==> config.mk <==
export PLATFORM = sky130hd
export DESIGN_NAME = sync_timer_unit
export DESIGN_NICKNAME = d
export VERILOG_FILES = /design/src/rtl/sync_tmr_pkg.sv /design/src/rtl/tmr_prescale.sv /design/src/rtl/tmr_count.sv /design/src/rtl/tmr_ctrl.sv /design/src/rtl/sync_timer_unit.sv
export SDC_FILE = /design/constraint.sdc
export NUM_CORES = 1
export LEC_CHECK = 0
export CAP_MARGIN = 5
export CELL_PAD_IN_SITES_DETAIL_PLACEMENT = 1
export CELL_PAD_IN_SITES_GLOBAL_PLACEMENT = 2
export CORE_ASPECT_RATIO = 1.4
export CORE_MARGIN = 3
export CORE_UTILIZATION = 39
export DETAILED_ROUTE_END_ITERATION = 8
export PLACE_DENSITY_LB_ADDON = 0.1
export SYNTH_ARGS = -nofsm -noshare
export SYNTH_HDL_FRONTEND = slang
export SYNTH_HIERARCHICAL = 1
export SYNTH_SLANG_ARGS = --single-unit
==> constraint.sdc <==
create_clock -name clk -period 3.6 [get_ports clk]
set_input_delay 0.54 -clock clk [delete_from_list [all_inputs] [get_ports clk]]
set_output_delay 0.54 -clock clk [all_outputs]
set_load 0.05 [all_outputs]
==> src/rtl/sync_tmr_pkg.sv <==
package sync_tmr_pkg;

    typedef enum logic [1:0] {
        MD_OFF  = 2'd0,
        MD_RX   = 2'd1,
        MD_TX   = 2'd2,
        MD_SYNC = 2'd3
    } line_mode_t;

    typedef enum logic {
        TRIG_FREE = 1'b0,
        TRIG_PROG = 1'b1
    } trig_state_t;

    localparam int NUM_TMR  = 3;
    localparam int TMR_LONG = 0;
    localparam int TMR_SYNC = 1;
    localparam int TMR_PROG = 2;

endpackage

==> src/rtl/tmr_prescale.sv <==
module tmr_prescale #(
    parameter int DIV = 1000
) (
    input  logic clk,
    input  logic rst_n,
    input  logic sclr,
    output logic tick
);
    localparam int PW = (DIV > 1) ? $clog2(DIV) : 1;
    localparam logic [PW-1:0] LAST = PW'(DIV - 1);

    logic [PW-1:0] pcnt;

    assign tick = (pcnt == LAST);

    always_ff @(posedge clk or negedge rst_n) begin
        if (!rst_n)
            pcnt <= '0;
        else if (sclr || tick)
            pcnt <= '0;
        else
            pcnt <= pcnt + 1'b1;
    end
endmodule

==> src/rtl/tmr_count.sv <==
module tmr_count #(
    parameter int LIMIT = 300,
    parameter int CW    = 9
) (
    input  logic clk,
    input  logic rst_n,
    input  logic clr,
    input  logic active,
    input  logic hold,
    input  logic restart,
    input  logic tick,
    output logic expire
);
    localparam logic [CW-1:0] TERM = CW'(LIMIT - 1);

    logic [CW-1:0] cnt;
    logic          running;

    // running: mode allows counting and not frozen by the trigger
    assign running = active && !hold && !clr;
    assign expire  = running && !restart && tick && (cnt == TERM);

    always_ff @(posedge clk or negedge rst_n) begin
        if (!rst_n)
            cnt <= '0;
        else if (clr || !active)
            cnt <= '0;
        else if (hold)
            cnt <= cnt;
        else if (restart)
            cnt <= '0;
        else if (tick)
            cnt <= (cnt == TERM) ? '0 : cnt + 1'b1;
    end
endmodule

==> src/rtl/tmr_ctrl.sv <==
module tmr_ctrl
    import sync_tmr_pkg::*;
(
    input  logic               clk,
    input  logic               rst_n,
    input  logic               cmd_reset,
    input  logic               cmd_toggle,
    input  logic               cmd_clear,
    input  logic [NUM_TMR-1:0] expire,
    output logic               inhibit,
    output logic               tmo_status,
    output logic               irq_req,
    output logic [NUM_TMR-1:0] src_flags
);
    trig_state_t state, state_nx;
    logic        any_exp;

    assign any_exp = |expire;

    // state register
    always_ff @(posedge clk or negedge rst_n) begin
        if (!rst_n)
            state <= TRIG_FREE;
        else
            state <= state_nx;
    end

    // transitions
    always_comb begin
        state_nx = state;
        if (cmd_reset) begin
            state_nx = TRIG_FREE;
        end else begin
            unique case (state)
                TRIG_FREE: if (cmd_toggle) state_nx = TRIG_PROG;
                TRIG_PROG: if (expire[TMR_PROG] || cmd_toggle) state_nx = TRIG_FREE;
                default:   state_nx = TRIG_FREE;
            endcase
        end
    end

    // outputs
    always_comb begin
        unique case (state)
            TRIG_FREE: inhibit = 1'b0;
            TRIG_PROG: inhibit = 1'b1;
            default:   inhibit = 1'b0;
        endcase
    end

    always_ff @(posedge clk or negedge rst_n) begin
        if (!rst_n) begin
            tmo_status <= 1'b0;
            irq_req    <= 1'b0;
            src_flags  <= '0;
        end else begin
            irq_req   <= any_exp;
            src_flags <= expire;
            if (any_exp)
                tmo_status <= 1'b1;
            else if (cmd_clear)
                tmo_status <= 1'b0;
        end
    end
endmodule

==> src/rtl/sync_timer_unit.sv <==
module sync_timer_unit
    import sync_tmr_pkg::*;
#(
    parameter int TICK_DIV   = 1000000,
    parameter int LONG_TICKS = 300,
    parameter int SYNC_TICKS = 125,
    parameter int PROG_TICKS = 35
) (
    input  logic       clk,
    input  logic       rst_n,
    input  logic [1:0] mode,
    input  logic       proto_bsc,
    input  logic       cts,
    input  logic       cmd_toggle,
    input  logic       cmd_restart,
    input  logic       cmd_clear,
    input  logic       cmd_reset,
    output logic       tmo_status,
    output logic       irq_req,
    output logic [2:0] src_flags,
    output logic       inhibit
);
    localparam int LIMS [NUM_TMR] = '{LONG_TICKS, SYNC_TICKS, PROG_TICKS};
    localparam int MAXL = (LONG_TICKS > SYNC_TICKS)
                        ? ((LONG_TICKS > PROG_TICKS) ? LONG_TICKS : PROG_TICKS)
                        : ((SYNC_TICKS > PROG_TICKS) ? SYNC_TICKS : PROG_TICKS);
    localparam int CW = (MAXL > 1) ? $clog2(MAXL) : 1;

    line_mode_t         cur_mode, prev_mode;
    logic               tick, mode_chg, clr_all;
    logic [NUM_TMR-1:0] act, hld, expire;

    assign cur_mode = line_mode_t'(mode);

    always_ff @(posedge clk or negedge rst_n) begin
        if (!rst_n)
            prev_mode <= MD_OFF;
        else
            prev_mode <= cur_mode;
    end

    assign mode_chg = (cur_mode != prev_mode);
    assign clr_all  = cmd_reset || mode_chg;

    tmr_prescale #(.DIV(TICK_DIV)) u_pre (
        .clk  (clk),
        .rst_n(rst_n),
        .sclr (cmd_reset),
        .tick (tick)
    );

    always_comb begin
        act[TMR_LONG] = (cur_mode == MD_RX)
                     || (((cur_mode == MD_TX) || (cur_mode == MD_SYNC)) && !cts);
        act[TMR_SYNC] = (cur_mode == MD_SYNC);
        act[TMR_PROG] = inhibit && proto_bsc;
        hld[TMR_LONG] = inhibit;
        hld[TMR_SYNC] = inhibit;
        hld[TMR_PROG] = 1'b0;
    end

    for (genvar g = 0; g < NUM_TMR; g++) begin : g_tmr
        tmr_count #(.LIMIT(LIMS[g]), .CW(CW)) u_cnt (
            .clk    (clk),
            .rst_n  (rst_n),
            .clr    (clr_all),
            .active (act[g]),
            .hold   (hld[g]),
            .restart(cmd_restart),
            .tick   (tick),
            .expire (expire[g])
        );
    end

    tmr_ctrl u_ctrl (
        .clk       (clk),
        .rst_n     (rst_n),
        .cmd_reset (cmd_reset),
        .cmd_toggle(cmd_toggle),
        .cmd_clear (cmd_clear),
        .expire    (expire),
        .inhibit   (inhibit),
        .tmo_status(tmo_status),
        .irq_req   (irq_req),
        .src_flags (src_flags)
    );
endmodule

======== Word-level counts from Yosys, hierarchy flattened ========
Index checks and enable logic that the tools add are counted.
W data, S select, Z words.
storage, ports and cells
  bits in writable memories ............... 0
  ROM bits ................................ 0
  input bits .............................. 10
  bits in latches ......................... 0
  register bits ........................... 55
  memories ................................ 0
operators by class
  add/sub/neg operators ................... 4
  equal/unequal tests ..................... 10
  shift operators ......................... 0
  reduce and logical (&&, ||, !) cells .... 38
  magnitude comparators ................... 0
  div/mod/pow operators ................... 0
  bitwise logic cells ..................... 1
  muxes and demuxes ....................... 22
  multiply operators ...................... 0
operators with widths
  kind                     number
  $mux W9                  14
  $add A9 B1 Y9 const B    3
  $add A20 B1 Y20 const B  1
  $eq A20 B20 Y1 const B   1
  $mux W20                 1
  $logic_and A1 B1 Y1      16
  $eq A9 B6 Y1 const B     1
  $eq A9 B7 Y1 const B     1
  $eq A9 B9 Y1 const B     1
  $reduce_bool A3 Y1       3
  $logic_or A1 B1 Y1       8
  $logic_not A1 Y1         7
  $mux W1                  5
  $eq A2 B2 Y1 const B     2
  $ne A2 B1 Y1 const B     2
  $pmux W1 S2              2
  $reduce_and A2 Y1        2
  $reduce_or A3 Y1         1
  $eq A2 B1 Y1 const B     1
  $ne A2 B2 Y1             1
  $reduce_bool A2 Y1       1
  $not A1 Y1               1

======== Longest topological paths before layout ========
Gate-level depths: netlist (run 1).
  depth in word-level cells ............... 11
  gate-level depth with buffers ........... 8
  mapped depth without buffers ............ 8

======== Cells and area by module ========
The synthesis (run 1) kept the hierarchy.
modules (own cells, without submodules)
  module                      cells an instance  area each (sq um)  times used
  tmr_prescale                105                1021.0             1
  tmr_count (g_tmr[2].u_cnt)  60                 596.8              1
  tmr_count (g_tmr[1].u_cnt)  54                 545.5              1
  tmr_count (g_tmr[0].u_cnt)  56                 536.8              1
  tmr_ctrl                    12                 192.7              1
  sync_timer_unit             10                 100.1              1

======== Least setup slack after synthesis (run 1) ========
OpenSTA, ideal clock, no wires.
  kind .................................... reg-to-reg
  start point ............................. register u_pre.pcnt[16]
  end point ............................... register g_tmr[0].u_cnt.cnt[7]
  stages on the path, launching flop included .. 8
  path slack .............................. 1.043 ns
  arrival ................................. 2.475 ns
  setup time .............................. 0.082 ns
  clock period less this slack ............ 2.557 ns
  cells stage by stage .................... dfrtp_1 -> nand3_1 -> or3_1 -> nor3_1 -> o21bai_4 -> and2_4 -> or4_1 -> a21oi_1
between the ends
  longest elaborated chain between the ends .. 3
ends and longest elaborated chain
  element                              RTL line               text
  from (decl)                          tmr_prescale.sv:12     logic [PW-1:0] pcnt;
  from (signal assigned)               tmr_prescale.sv:22     pcnt <= pcnt + 1'b1;
  $eq A20 B20 Y1                       tmr_prescale.sv:14     assign tick = (pcnt == LAST);
  net tick                             sync_timer_unit.sv:30  logic tick, mode_chg, clr_all;
  $reduce_bool A3 Y1 (no source line)  n/a
  $reduce_and A2 Y1 (no source line)   n/a
  to (signal assigned)                 tmr_count.sv:29        cnt <= cnt;
  to (signal assigned)                 tmr_count.sv:33        cnt <= (cnt == TERM) ? '0 : cnt + 1'b1;
  to (decl)                            tmr_count.sv:16        logic [CW-1:0] cnt;
The timed path passes the listed nets, and every way through them passes these cells.
A chain may end at the register's enable or synchronous reset.

======== Worst setup path in the final report (run 1) ========
  start point ............................. input port mode[1]
  end point ............................... register u_ctrl.tmo_status
between the ends
  elaborated cells between the ends (all ways) .. 26
  those cells by class .................... eq/ne: 4; mux: 1; reduce/logical: 21
RTL lines
  element                                               RTL line               text
  from (decl)                                           sync_timer_unit.sv:11  input logic [1:0] mode,
  $ne A2 B2 Y1 *                                        sync_timer_unit.sv:42  assign mode_chg = (cur_mode != prev_mode);
  $logic_or A1 B1 Y1 *                                  sync_timer_unit.sv:43  assign clr_all = cmd_reset || mode_chg;
  net clr_all                                           sync_timer_unit.sv:30
  $logic_not A1 Y1 *                                    tmr_count.sv:20        assign running = active && !hold && !clr;
  $logic_and A1 B1 Y1 *                                 tmr_count.sv:20
  $logic_and A1 B1 Y1 * (3 in a row)                    tmr_count.sv:21        assign expire = running && !restart && tick && (cnt == TERM);
  net expire[1]                                         sync_timer_unit.sv:31  logic [NUM_TMR-1:0] act, hld, expire;
  $reduce_or A3 Y1 *                                    tmr_ctrl.sv:18         assign any_exp = |expire;
  net u_ctrl.any_exp                                    tmr_ctrl.sv:16         logic any_exp;
  $mux W1 / $reduce_bool A2 Y1 (equally long branches)  n/a
  to (signal assigned)                                  tmr_ctrl.sv:53         tmo_status <= 1'b0;
  to (signal assigned)                                  tmr_ctrl.sv:60         tmo_status <= 1'b1;
  to (signal assigned)                                  tmr_ctrl.sv:62         tmo_status <= 1'b0;
  to (decl)                                             tmr_ctrl.sv:11         output logic tmo_status,
Mark *: on every way through the listed nets, which the timed path passes. The rest lies on a longest branch.

==> results.md, run 1 <==
* Sequential area share after synthesis at 46.0%
* Yosys warns at 6
* Worst Path Max Fanout at 8
* Count leader, synth: dfrtp_1
* Total CTS buffers at 5
* Maximum clock rate at 370 MHz
* Cell Chain, Critical Path: clkdlybuf4s50_1 -> xor2_1 -> or3_1 -> nand2b_1 -> nor4b_1 -> and3_1 -> or3_4 -> a21o_1
* PnR worst setup slack at 0.896 ns
* Via/cell ratio at 5.42
* RR Endpoint: g_tmr[0].u_cnt/cnt[7]
* Leak pwr at 1.28 nW
* Relative slew slack at 59.8%
* Postcts setup bufs at 0
* DRC viols at 0
* Setup violations, final at 0
* Skew-Pair Late Insertion Delay at 0.32 ns
* Antenna Cells at 0
* Top delay family on crit path: simple AND/OR/NAND/NOR gates
* Root Driver: clkbuf_8
* Synth Flop Type: dfrtp_1
* CTS tree: done
* WP buf/inv at 1
* End-of-flow core utilization at 45.1%
* DRT Wirelength at 6530 µm
* IO Pins at 16
* Final Hold Vio Count at 0
* Post-synth EDFFs at 0
* #FFs+latches synth at 55
* Reg clk slew, reported paths at 0.11 ns
* Final net count at 332
* Reg2reg setup slack at 1.20 ns
* Tcrit/Tclk final at 75.1%
* Initial antenna violation count at 0
* DRT iter0 DRCs at 55
* Largest net degree at the start of global routing at 32
* DIE AREA at 8780 µm²
* RSZ-0062 raised after global routing: false
* Largest cells by area after synthesis: dfrtp_1 (46%), xnor2_1 (5.3%), nor2_1 (4.9%)
* Slowest cell on the critical path: nor4b_1
* Setup CP Type: input pin to flip-flop
* Pwr dens at 318 nW/µm²
* Synth Cell Area at 2990 µm²
* Hold_buf cts at 0
* GRT Util Overall at 17.2%
* HP Class: input pin to async pin
* Setup TNS at 0 ns
* # Max-Cap Violations at 0
* Crit path largest cell delay at 0.51 ns
* Clock sinks at 55
* Longest Clk Path Bufs at 2
* Starting Density at 40.4%
* Critical path startpoint category: input pin
* Antenna Nets Post-Route at 0
* Crit path DAT at 2.98 ns
* Placed cell area at 3240 µm²
* Status: complete, no violations
* Ratio of cells with drive above 1 in the final layout at 11.4%
* Tmin final at 2.70 ns
* Clock skew at 0.0127 ns
* Required @ worst endpoint at 3.88 ns
* DR vias at 2245
* Grt ovf at 0
* Final Max Slew Viols at 0
* GP Congestion at 0.764
* Post-synth cell types at 58
* First-pass GRT wire length at 12000 µm
* Top cells by count, synth: dfrtp_1 (55), nor2_1 (39), xnor2_1 (18), a21oi_1 (17), nand3_1 (17)
* Area leader, netlist: dfrtp_1
* Crit end category: flip-flop
* Hpwl dp at 4870 µm
* Actual slew at the worst max-slew pin at 0.597 ns
* Cells after synthesis at 297
* Placement Setup Slack at 0.540 ns
* Share of the synthesized area in the top cell type at 46.0%
* DP Cell Count at 406
* Post-synth ARST share at 100%
* Drt wl/cell at 15.8 µm
* FILL cells at 855
* R2R depth at 8
* Area Growth Syn to Fin at 11.5%
* Fin cells at 414
* H-tree Lvls at 2
* Detailed Routing Iterations Pass 1 at 4
* RR Startpoint: u_pre/pcnt[10]
* Vias in the first global route at 2508
* IO buf count at 15
* Core area at 7410 µm²
* IR drop worst, VDD at 0.153 mV
* Post_cts resized at 0
* Syn_area_per_cell at 10.1 µm²
* Die H at 110 µm
* Die width at 80.0 µm
* Row count at 37
* Finished Cell Area at 3340 µm²
-- worst max-delay path by stage --
| stage | startpoint | endpoint | slack (ns) | cells past startpoint |
|---|---|---|---|---|
| floorplan | u_pre/pcnt[16] | g_tmr[0].u_cnt/cnt[7] | 1.04 | 7 |
| global placement | mode[1] | u_ctrl/tmo_status | 0.62 | 8 |
| detailed placement | mode[1] | u_ctrl/tmo_status | 0.54 | 8 |
| CTS | mode[1] | u_ctrl/tmo_status | 0.90 | 8 |
| global route | mode[1] | u_ctrl/tmo_status | 0.70 | 8 |
| finish | mode[1] | u_ctrl/tmo_status | 0.90 | 8 |
-- cell families after synthesis --
logic type	share of synthesized area [%]
other cells	0.125
buf+inv	3.18
flops	46.0
fa+ha+maj	2.51
xor+xnor	9.07
compound gates	13.7
simple gates	25.5
-- registers in the layout, summed over array words and instances (netlist names) --
signal and count:
u_ctrl/irq_req 1, g_tmr.u_cnt/cnt 27, u_ctrl/state 1, prev_mode 2, u_ctrl/src_flags 3, u_ctrl/tmo_status 1, u_pre/pcnt 20
-- metrics by stage --
stage | hold slack (ns) | power (mW)
after detailed placement | 0.473 | 0.712
after global routing | 0.222 | 1.11
final | 0.193 | 1.06
after CTS | 0.201 | 1.09
after global placement | 0.464 | 0.711
after floorplan | 0.244 | 0.676
-- report_power, final --
| part | switching [mW] | internal [mW] | total, mW |
|---|---|---|---|
| Sequential | 0.00555 | 0.622 | 0.628 |
| Combinational | 0.0440 | 0.0259 | 0.0699 |
| Clock | 0.223 | 0.140 | 0.363 |
| Total | 0.272 | 0.788 | 1.06 |
-- cells in the final DEF, fill, tap and decap left out, types with 5 or more instances in the layout --
| cell type | instances |
|---|---|
| nand2b_1 | 5 |
| ha_1 | 6 |
| a21oi_1 | 17 |
| o31ai_1 | 7 |
| clkbuf_8 | 5 |
| nand4_1 | 10 |
| clkdlybuf4s50_1 | 14 |
| dfrtp_1 | 55 |
| xor2_1 | 13 |
| inv_1 | 13 |
| nand2_1 | 15 |
| or4_1 | 5 |
| nand3_1 | 17 |
| xnor2_1 | 18 |
| nor2_1 | 39 |
-- worst reg2reg max path: cells and delay by family (launching register included) --
kind                   cells  cell delay (ns)
and+or+nand+nor            5             1.41
DFF                        1             0.47
AOI/OAI and AO/OA          2             0.25
buffers and inverters      1             0.20
-- cell type report --
class                      count  area, µm²  area share (%)
multi-input combinational    223       1530            45.8
sequential                    55       1380            41.2
timing repair buffer          18        168            5.02
tap                           97        121            3.64
clock buffer                   5       68.8            2.06
inverter                      13       48.8            1.46
clock inverter                 3       25.0           0.750
-- per-layer routing --
| metal | track usage (%) | vias to the layer above | share of wire, % | wire length, µm |
|---|---|---|---|---|
| met5 | 0 | - | 0 | 0 |
| met4 | 5.56 | 0 | 1.4 | 91 |
| met3 | 3.03 | 6 | 2.1 | 140 |
| met2 | 30.4 | 20 | 50 | 3270 |
| met1 | 21.1 | 1128 | 46 | 3020 |
| li1 | - | 1091 | - | - |
Power figures use the tool's default switching activity.
==> run 2, diff against run 1 <==
==> constraint.sdc (replaced) <==
create_clock -name clk -period 2.6 [get_ports clk]
set_input_delay 0.39 -clock clk [delete_from_list [all_inputs] [get_ports clk]]
set_output_delay 0.39 -clock clk [all_outputs]
set_load 0.05 [all_outputs]
==> results.md, run 2 (same netlist as run 1, synthesis figures left out) <==
* Largest net degree at the start of global routing at 32 (unchanged)
* Vias in the first global route at 2464 (was 2508)
* Worst Path Max Fanout at 7 (was 8)
* Clock skew at 0.00363 ns (was 0.0127 ns)
* DR top layer: met4 (unchanged)
* Setup TNS at 0 ns (unchanged)
* Tcrit/Tclk final at 92.3%
* End-of-flow core utilization at 45.8% (was 45.1%)
* Ratio of cells with drive above 1 in the final layout at 12.7% (was 11.4%)
* Switch share at 23.9% (was 25.7%)
* Via/cell ratio at 5.42 (about the same)
* DIE AREA at 8780 µm² (unchanged)
* CTS tree: done (unchanged)
* Commonest non-fill, non-tap cell in the layout: dfrtp_1 (unchanged)
* Skew-Pair Late Insertion Delay at 0.31 ns (was 0.32 ns)
* GRT Util Overall at 17.1% (was 17.2%)
* Setup CP Type: flip-flop to flip-flop (was input pin to flip-flop)
* Hold slack at 0.0720 ns (was 0.193 ns)
* Top Registers: g_tmr.u_cnt/cnt: 27 flops, u_pre/pcnt: 20 flops, u_ctrl/src_flags: 3 flops (unchanged)
* Gate power share at 7.3% (was 6.6%)
* HP Class: input pin to async pin (unchanged)
* DRC viols at 0 (unchanged)
* Placed cell area at 3320 µm² (was 3240 µm²)
* H-tree Lvls at 2 (unchanged)
* Total CTS buffers at 5 (unchanged)
* # Max-Cap Violations at 0 (unchanged)
* Sequential cell area at 1380 µm² (unchanged)
* Row count at 37 (unchanged)
* Final Hold Vio Count at 0 (unchanged)
* Crit end category: flip-flop (unchanged)
* PnR worst setup slack at 0.199 ns (was 0.896 ns)
* Drt wl/cell at 15.5 µm (was 15.8 µm)
* Detailed Routing Iterations Pass 1 at 4 (unchanged)
* Slowest cell on the critical path: or4_1 (was nor4b_1)
* Reg power frac at 61.0% (was 59.2%)
* Final net count at 340 (was 332)
* Tmin final at 2.40 ns
* Actual slew at the worst max-slew pin at 0.607 ns (was 0.597 ns)
* DP Cell Count at 414 (was 406)
* Clock power share at 31.7% (was 34.2%)
* Clock sinks at 55 (unchanged)
* Pwr dens at 420 nW/µm² (was 318 nW/µm²)
* Internal power at 1.08 mW (was 0.788 mW)
* Die width at 80.0 µm (unchanged)
* Postcts setup bufs at 0 (unchanged)
* IO Pins at 16 (unchanged)
* Root Driver: clkbuf_8 (unchanged)
* Placement Setup Slack at 0.0882 ns (was 0.540 ns)
* WL met1 at 3000 µm (was 3020 µm)
* Longest Clk Path Bufs at 2 (unchanged)
* Cell Chain, Critical Path: nand3_1 -> or3_1 -> nor3_1 -> buf_4 -> o21bai_4 -> and2_4 -> or4_1 -> a21oi_1 (was clkdlybuf4s50_1 -> xor2_1 -> or3_1 -> nand2b_1 -> nor4b_1 -> and3_1 -> or3_4 -> a21o_1)
* Crit path DAT at 2.64 ns (was 2.98 ns)
* DRT iter0 DRCs at 64 (was 55)
* Core area at 7410 µm² (unchanged)
* Pwr Total at 1.42 mW (was 1.06 mW)
* First-pass GRT wire length at 11800 µm (was 12000 µm)
* Initial antenna violation count at 0 (unchanged)
* Relative slew slack at 59.5% (was 59.8%)
* FILL cells at 863 (was 855)
* CP startpoint: u_pre/pcnt[16] (was mode[1])
* Hold_buf cts at 0 (unchanged)
* RR Startpoint: u_pre/pcnt[16] (was u_pre/pcnt[10])
* Starting Density at 40.4% (unchanged)
* Top delay family on crit path: simple AND/OR/NAND/NOR gates (unchanged)
* Max FFs per register at 27 (unchanged)
* Met3 WL at 164 µm (was 140 µm)
* Most frequent cells in the layout: dfrtp_1 (55), nor2_1 (39), xnor2_1 (18), a21oi_1 (17), nand3_1 (17) (unchanged)
* Final Max Slew Viols at 0 (unchanged)
* Reg clk slew, reported paths at 0.09 ns (was 0.11 ns)
* Required @ worst endpoint at 2.84 ns (was 3.88 ns)
* Crit path largest cell delay at 0.50 ns (was 0.51 ns)
* Largest Register: g_tmr.u_cnt/cnt (unchanged)
* Post_cts resized at 0 (unchanged)
* WP buf/inv at 1 (unchanged)
* Die H at 110 µm (unchanged)
* Switching pwr at 0.340 mW (was 0.272 mW)
* DRT Wirelength at 6520 µm (was 6530 µm)
* GP Congestion at 0.767 (was 0.764)
* Setup violations, final at 0 (unchanged)
* Antenna Cells at 0 (unchanged)
* Maximum clock rate at 417 MHz
* DR WL met2 at 3230 µm (was 3270 µm)
* Leak pwr at 1.32 nW (was 1.28 nW)
* Hpwl dp at 4850 µm (was 4870 µm)
* Critical path startpoint category: flip-flop (was input pin)
* Fin cells at 420 (was 414)
* RSZ-0062 raised after global routing: false (unchanged)
* Area Growth Syn to Fin at 13.3% (was 11.5%)
* DR vias at 2275 (was 2245)
* Finished Cell Area at 3390 µm² (was 3340 µm²)
* IR drop worst, VDD at 0.279 mV (was 0.153 mV)
* Grt ovf at 0 (unchanged)
* Antenna Nets Post-Route at 0 (unchanged)
* Multi-input gate area at 1530 µm² (unchanged)
* Status: complete, no violations (unchanged)
* IO buf count at 15 (unchanged)
## run 2: cell count changes in the layout (fill, tap and decap cells not counted)
cell / delta
buf_4: +7
buf_12: +1
clkinv_4: -2
clkinvlp_4: -1
clkbuf_1: +1
## run 2: layout make-up
class | instances | share of cell area (%)
timing repair buffer | 26 | 7.09
tap | 97 | 3.58
clock buffer | 6 | 2.14
multi-input combinational | 223 | 45.1
inverter | 13 | 1.44
sequential | 55 | 40.6
## run 2: worst paths after layout
| path | endpoint | slack, ns | cells after the start |
|---|---|---|---|
| min in group clk | u_pre/pcnt[0] | 0.48 | 1 |
| min | g_tmr[1].u_cnt/cnt[4] | 0.07 | 1 |
| min reg2reg | u_pre/pcnt[0] | 0.48 | 1 |
| max | g_tmr[0].u_cnt/cnt[8] | 0.20 | 8 |
| max in group asynchronous | g_tmr[2].u_cnt/cnt[3] | 1.95 | 2 |
| max reg2reg | g_tmr[0].u_cnt/cnt[8] | 0.20 | 8 |
## run 2: power groups by stage
stage	clock network [mW]	logic, mW	registers, mW
3_5_place_dp	0	0.107	0.886
4_1_cts	0.478	0.107	0.869
3_3_place_gp	0	0.106	0.885
5_1_grt	0.515	0.117	0.870
2_1_floorplan	0	0.0479	0.888
6_report	0.451	0.104	0.869
## run 2: metal layers
| metal | GRT usage [%] | vias to the layer above |
|---|---|---|
| met1 | 21.7 | 1138 |
| met3 | 3.52 | 7 |
| li1 | - | 1108 |
| met2 | 29.1 | 22 |
| met4 | 5.56 | 0 |
| met5 | 0 | - |
==> run 3, diff against run 2 <==
--- a/config.mk
+++ b/config.mk
@@ -12,7 +12,7 @@
 export CORE_MARGIN = 3
 export CORE_UTILIZATION = 39
 export DETAILED_ROUTE_END_ITERATION = 8
-export PLACE_DENSITY_LB_ADDON = 0.1
+export PLACE_DENSITY = 0.77
 export SYNTH_ARGS = -nofsm -noshare
 export SYNTH_HDL_FRONTEND = slang
 export SYNTH_HIERARCHICAL = 1
==> results.md, run 3 (same netlist as run 1, synthesis figures left out) <==
* Worst Path Max Fanout at 7 (unchanged)
* DRC viols at 0 (unchanged)
* IO buf count at 15 (unchanged)
* Switch share at 22.0% (was 23.9%)
* Setup TNS at 0 ns (unchanged)
* Top Registers: g_tmr.u_cnt/cnt: 27 flops, u_pre/pcnt: 20 flops, u_ctrl/src_flags: 3 flops (unchanged)
* First-pass GRT wire length at 11600 µm (was 11800 µm)
* PnR worst setup slack at 0.210 ns (was 0.199 ns)
* Antenna Cells at 0 (unchanged)
* Reg clk slew, reported paths at 0.11 ns (was 0.09 ns)
* Area Growth Syn to Fin at 15.4% (was 13.3%)
* H-tree Lvls at 2 (unchanged)
* DP Cell Count at 415 (was 414)
* Row count at 37 (unchanged)
* Met3 WL at 155 µm (was 164 µm)
* GRT Util Overall at 16.5% (was 17.1%)
* Grt ovf at 0 (unchanged)
* Actual slew at the worst max-slew pin at 0.576 ns (was 0.607 ns)
* Most frequent cells in the layout: dfrtp_1 (55), nor2_1 (39), xnor2_1 (18), a21oi_1 (17), nand3_1 (17) (unchanged)
* Placement Setup Slack at 0.151 ns (was 0.0882 ns)
* Commonest non-fill, non-tap cell in the layout: dfrtp_1 (unchanged)
* Final Max Slew Viols at 0 (unchanged)
* Postcts setup bufs at 0 (unchanged)
* Fin cells at 423 (was 420)
* DRT Wirelength at 6620 µm (was 6520 µm)
* Skew-Pair Late Insertion Delay at 0.31 ns (about the same)
* IO Pins at 16 (unchanged)
* Status: complete, no violations (unchanged)
* Critical path startpoint category: flip-flop (unchanged)
* DR vias at 2283 (was 2275)
* Pwr dens at 478 nW/µm² (was 420 nW/µm²)
* Via/cell ratio at 5.40 (was 5.42)
* Setup violations, final at 0 (unchanged)
* Longest Clk Path Bufs at 2 (unchanged)
* Drt wl/cell at 15.6 µm (was 15.5 µm)
* IR drop worst, VDD at 0.255 mV (was 0.279 mV)
* Clock sinks at 55 (unchanged)
* Tcrit/Tclk final at 91.9% (was 92.3%)
* Switching pwr at 0.363 mW (was 0.340 mW)
* Core area at 7410 µm² (unchanged)
* GP Congestion at 0.761 (was 0.767)
* Clock skew at 0.0102 ns (was 0.00363 ns)
* HP Class: input pin to async pin (unchanged)
* Gate power share at 6.2% (was 7.3%)
* Final Hold Vio Count at 0 (unchanged)
* Maximum clock rate at 418 MHz (was 417 MHz)
* Cell Chain, Critical Path: nor4_1 -> nand4_1 -> nor3_2 -> buf_4 -> o21bai_4 -> and2_4 -> or4_1 -> a21oi_1 (was nand3_1 -> or3_1 -> nor3_1 -> buf_4 -> o21bai_4 -> and2_4 -> or4_1 -> a21oi_1)
* Clock power share at 41.1% (was 31.7%)
* R2R depth at 8 (unchanged)
* DRT iter0 DRCs at 67 (was 64)
* DR top layer: met4 (unchanged)
* Final net count at 341 (was 340)
* Required @ worst endpoint at 2.83 ns (was 2.84 ns)
* Crit path DAT at 2.62 ns (was 2.64 ns)
* Root Driver: clkbuf_8 (unchanged)
* Slowest cell on the critical path: or4_1 (unchanged)
* Leak pwr at 1.35 nW (was 1.32 nW)
* WP buf/inv at 1 (unchanged)
* Antenna Nets Post-Route at 0 (unchanged)
* Vias in the first global route at 2405 (was 2464)
* Setup CP Type: flip-flop to flip-flop (unchanged)
* Pwr Total at 1.65 mW (was 1.42 mW)
* Max FFs per register at 27 (unchanged)
* Total CTS buffers at 5 (unchanged)
* Internal power at 1.29 mW (was 1.08 mW)
* Largest net degree at the start of global routing at 36 (was 32)
* Hpwl dp at 4820 µm (was 4850 µm)
* # Max-Cap Violations at 0 (unchanged)
* Tmin final at 2.39 ns (was 2.40 ns)
* Reg power frac at 52.7% (was 61.0%)
* RSZ-0062 raised after global routing: false (unchanged)
* Die H at 110 µm (unchanged)
* Crit end category: flip-flop (unchanged)
* Starting Density at 40.4% (unchanged)
* Initial antenna violation count at 0 (unchanged)
* Critical path depth at 8 (unchanged)
* Largest Register: g_tmr.u_cnt/cnt (unchanged)
* WL met1 at 3020 µm (was 3000 µm)
* Relative slew slack at 61.2% (was 59.5%)
* CTS tree: done (unchanged)
* End-of-flow core utilization at 46.6% (was 45.8%)
* DR WL met2 at 3390 µm (was 3230 µm)
* Die width at 80.0 µm (unchanged)
* Detailed Routing Iterations Pass 1 at 4 (unchanged)
* Crit path largest cell delay at 0.50 ns (about the same)
* Ratio of cells with drive above 1 in the final layout at 14.1% (was 12.7%)
* DIE AREA at 8780 µm² (unchanged)
* Top delay family on crit path: simple AND/OR/NAND/NOR gates (unchanged)
## run 3: power by group through the flow
stage,Sequential [mW],Combinational (mW),Clock [mW]
floorplan,0.888,0.0479,0
global placement,0.885,0.104,0
detailed placement,0.885,0.105,0
CTS,0.869,0.106,0.706
global route,0.870,0.116,0.731
finish,0.869,0.103,0.678
## run 3: path summary, 6_finish.rpt
kind	from	to	slack, ns
max in group asynchronous	rst_n	u_pre/pcnt[2]	2.15
hold / removal	rst_n	u_ctrl/state	0.04
setup reg to reg	u_pre/pcnt[10]	g_tmr[0].u_cnt/cnt[8]	0.21
setup / recovery	u_pre/pcnt[10]	g_tmr[0].u_cnt/cnt[8]	0.21
hold reg to reg	u_pre/pcnt[0]	u_pre/pcnt[0]	0.49
min in group clk	u_pre/pcnt[0]	u_pre/pcnt[0]	0.49
## run 3: final cells by class
| cell class | instances | area [µm²] |
|---|---|---|
| Clock buffer | 5 | 68.8 |
| Fill cell | 862 | 3950 |
| Clock inverter | 3 | 67.6 |
| Tap cell | 97 | 121 |
| Multi-Input combinational cell | 223 | 1540 |
| Sequential cell | 55 | 1380 |
| Timing Repair Buffer | 27 | 235 |
| Inverter | 13 | 48.8 |
## run 3: metrics by stage
step,area (µm²),hold slack (ns)
3_5_place_dp,3310,0.394
5_1_grt,3450,0.0548
2_1_floorplan,3000,0.0944
4_1_cts,3450,0.0392
3_3_place_gp,3310,0.395
6_report,3450,0.0427
## run 3: timing repair
| item | in CTS | in global routing |
|---|---|---|
| endpoints found under the setup margin | 0 | 2 |
| hold buffers | 0 | 0 |
| resized for setup | 0 | 1 |
## run 3: metal layers
layer,global-route usage [%],vias to the layer above
met1,21.4,1144
met4,4.35,0
li1,-,1112
met3,2.46,4
met5,0,-
met2,28.7,23
## run 3: worst register-to-register path, cell delays in order, from the launching register on
cell	delay, ns
dfrtp_1	0.46
nor4_1	0.30
nand4_1	0.21
nor3_2	0.19
buf_4	0.20
o21bai_4	0.09
and2_4	0.21
or4_1	0.50
a21oi_1	0.15
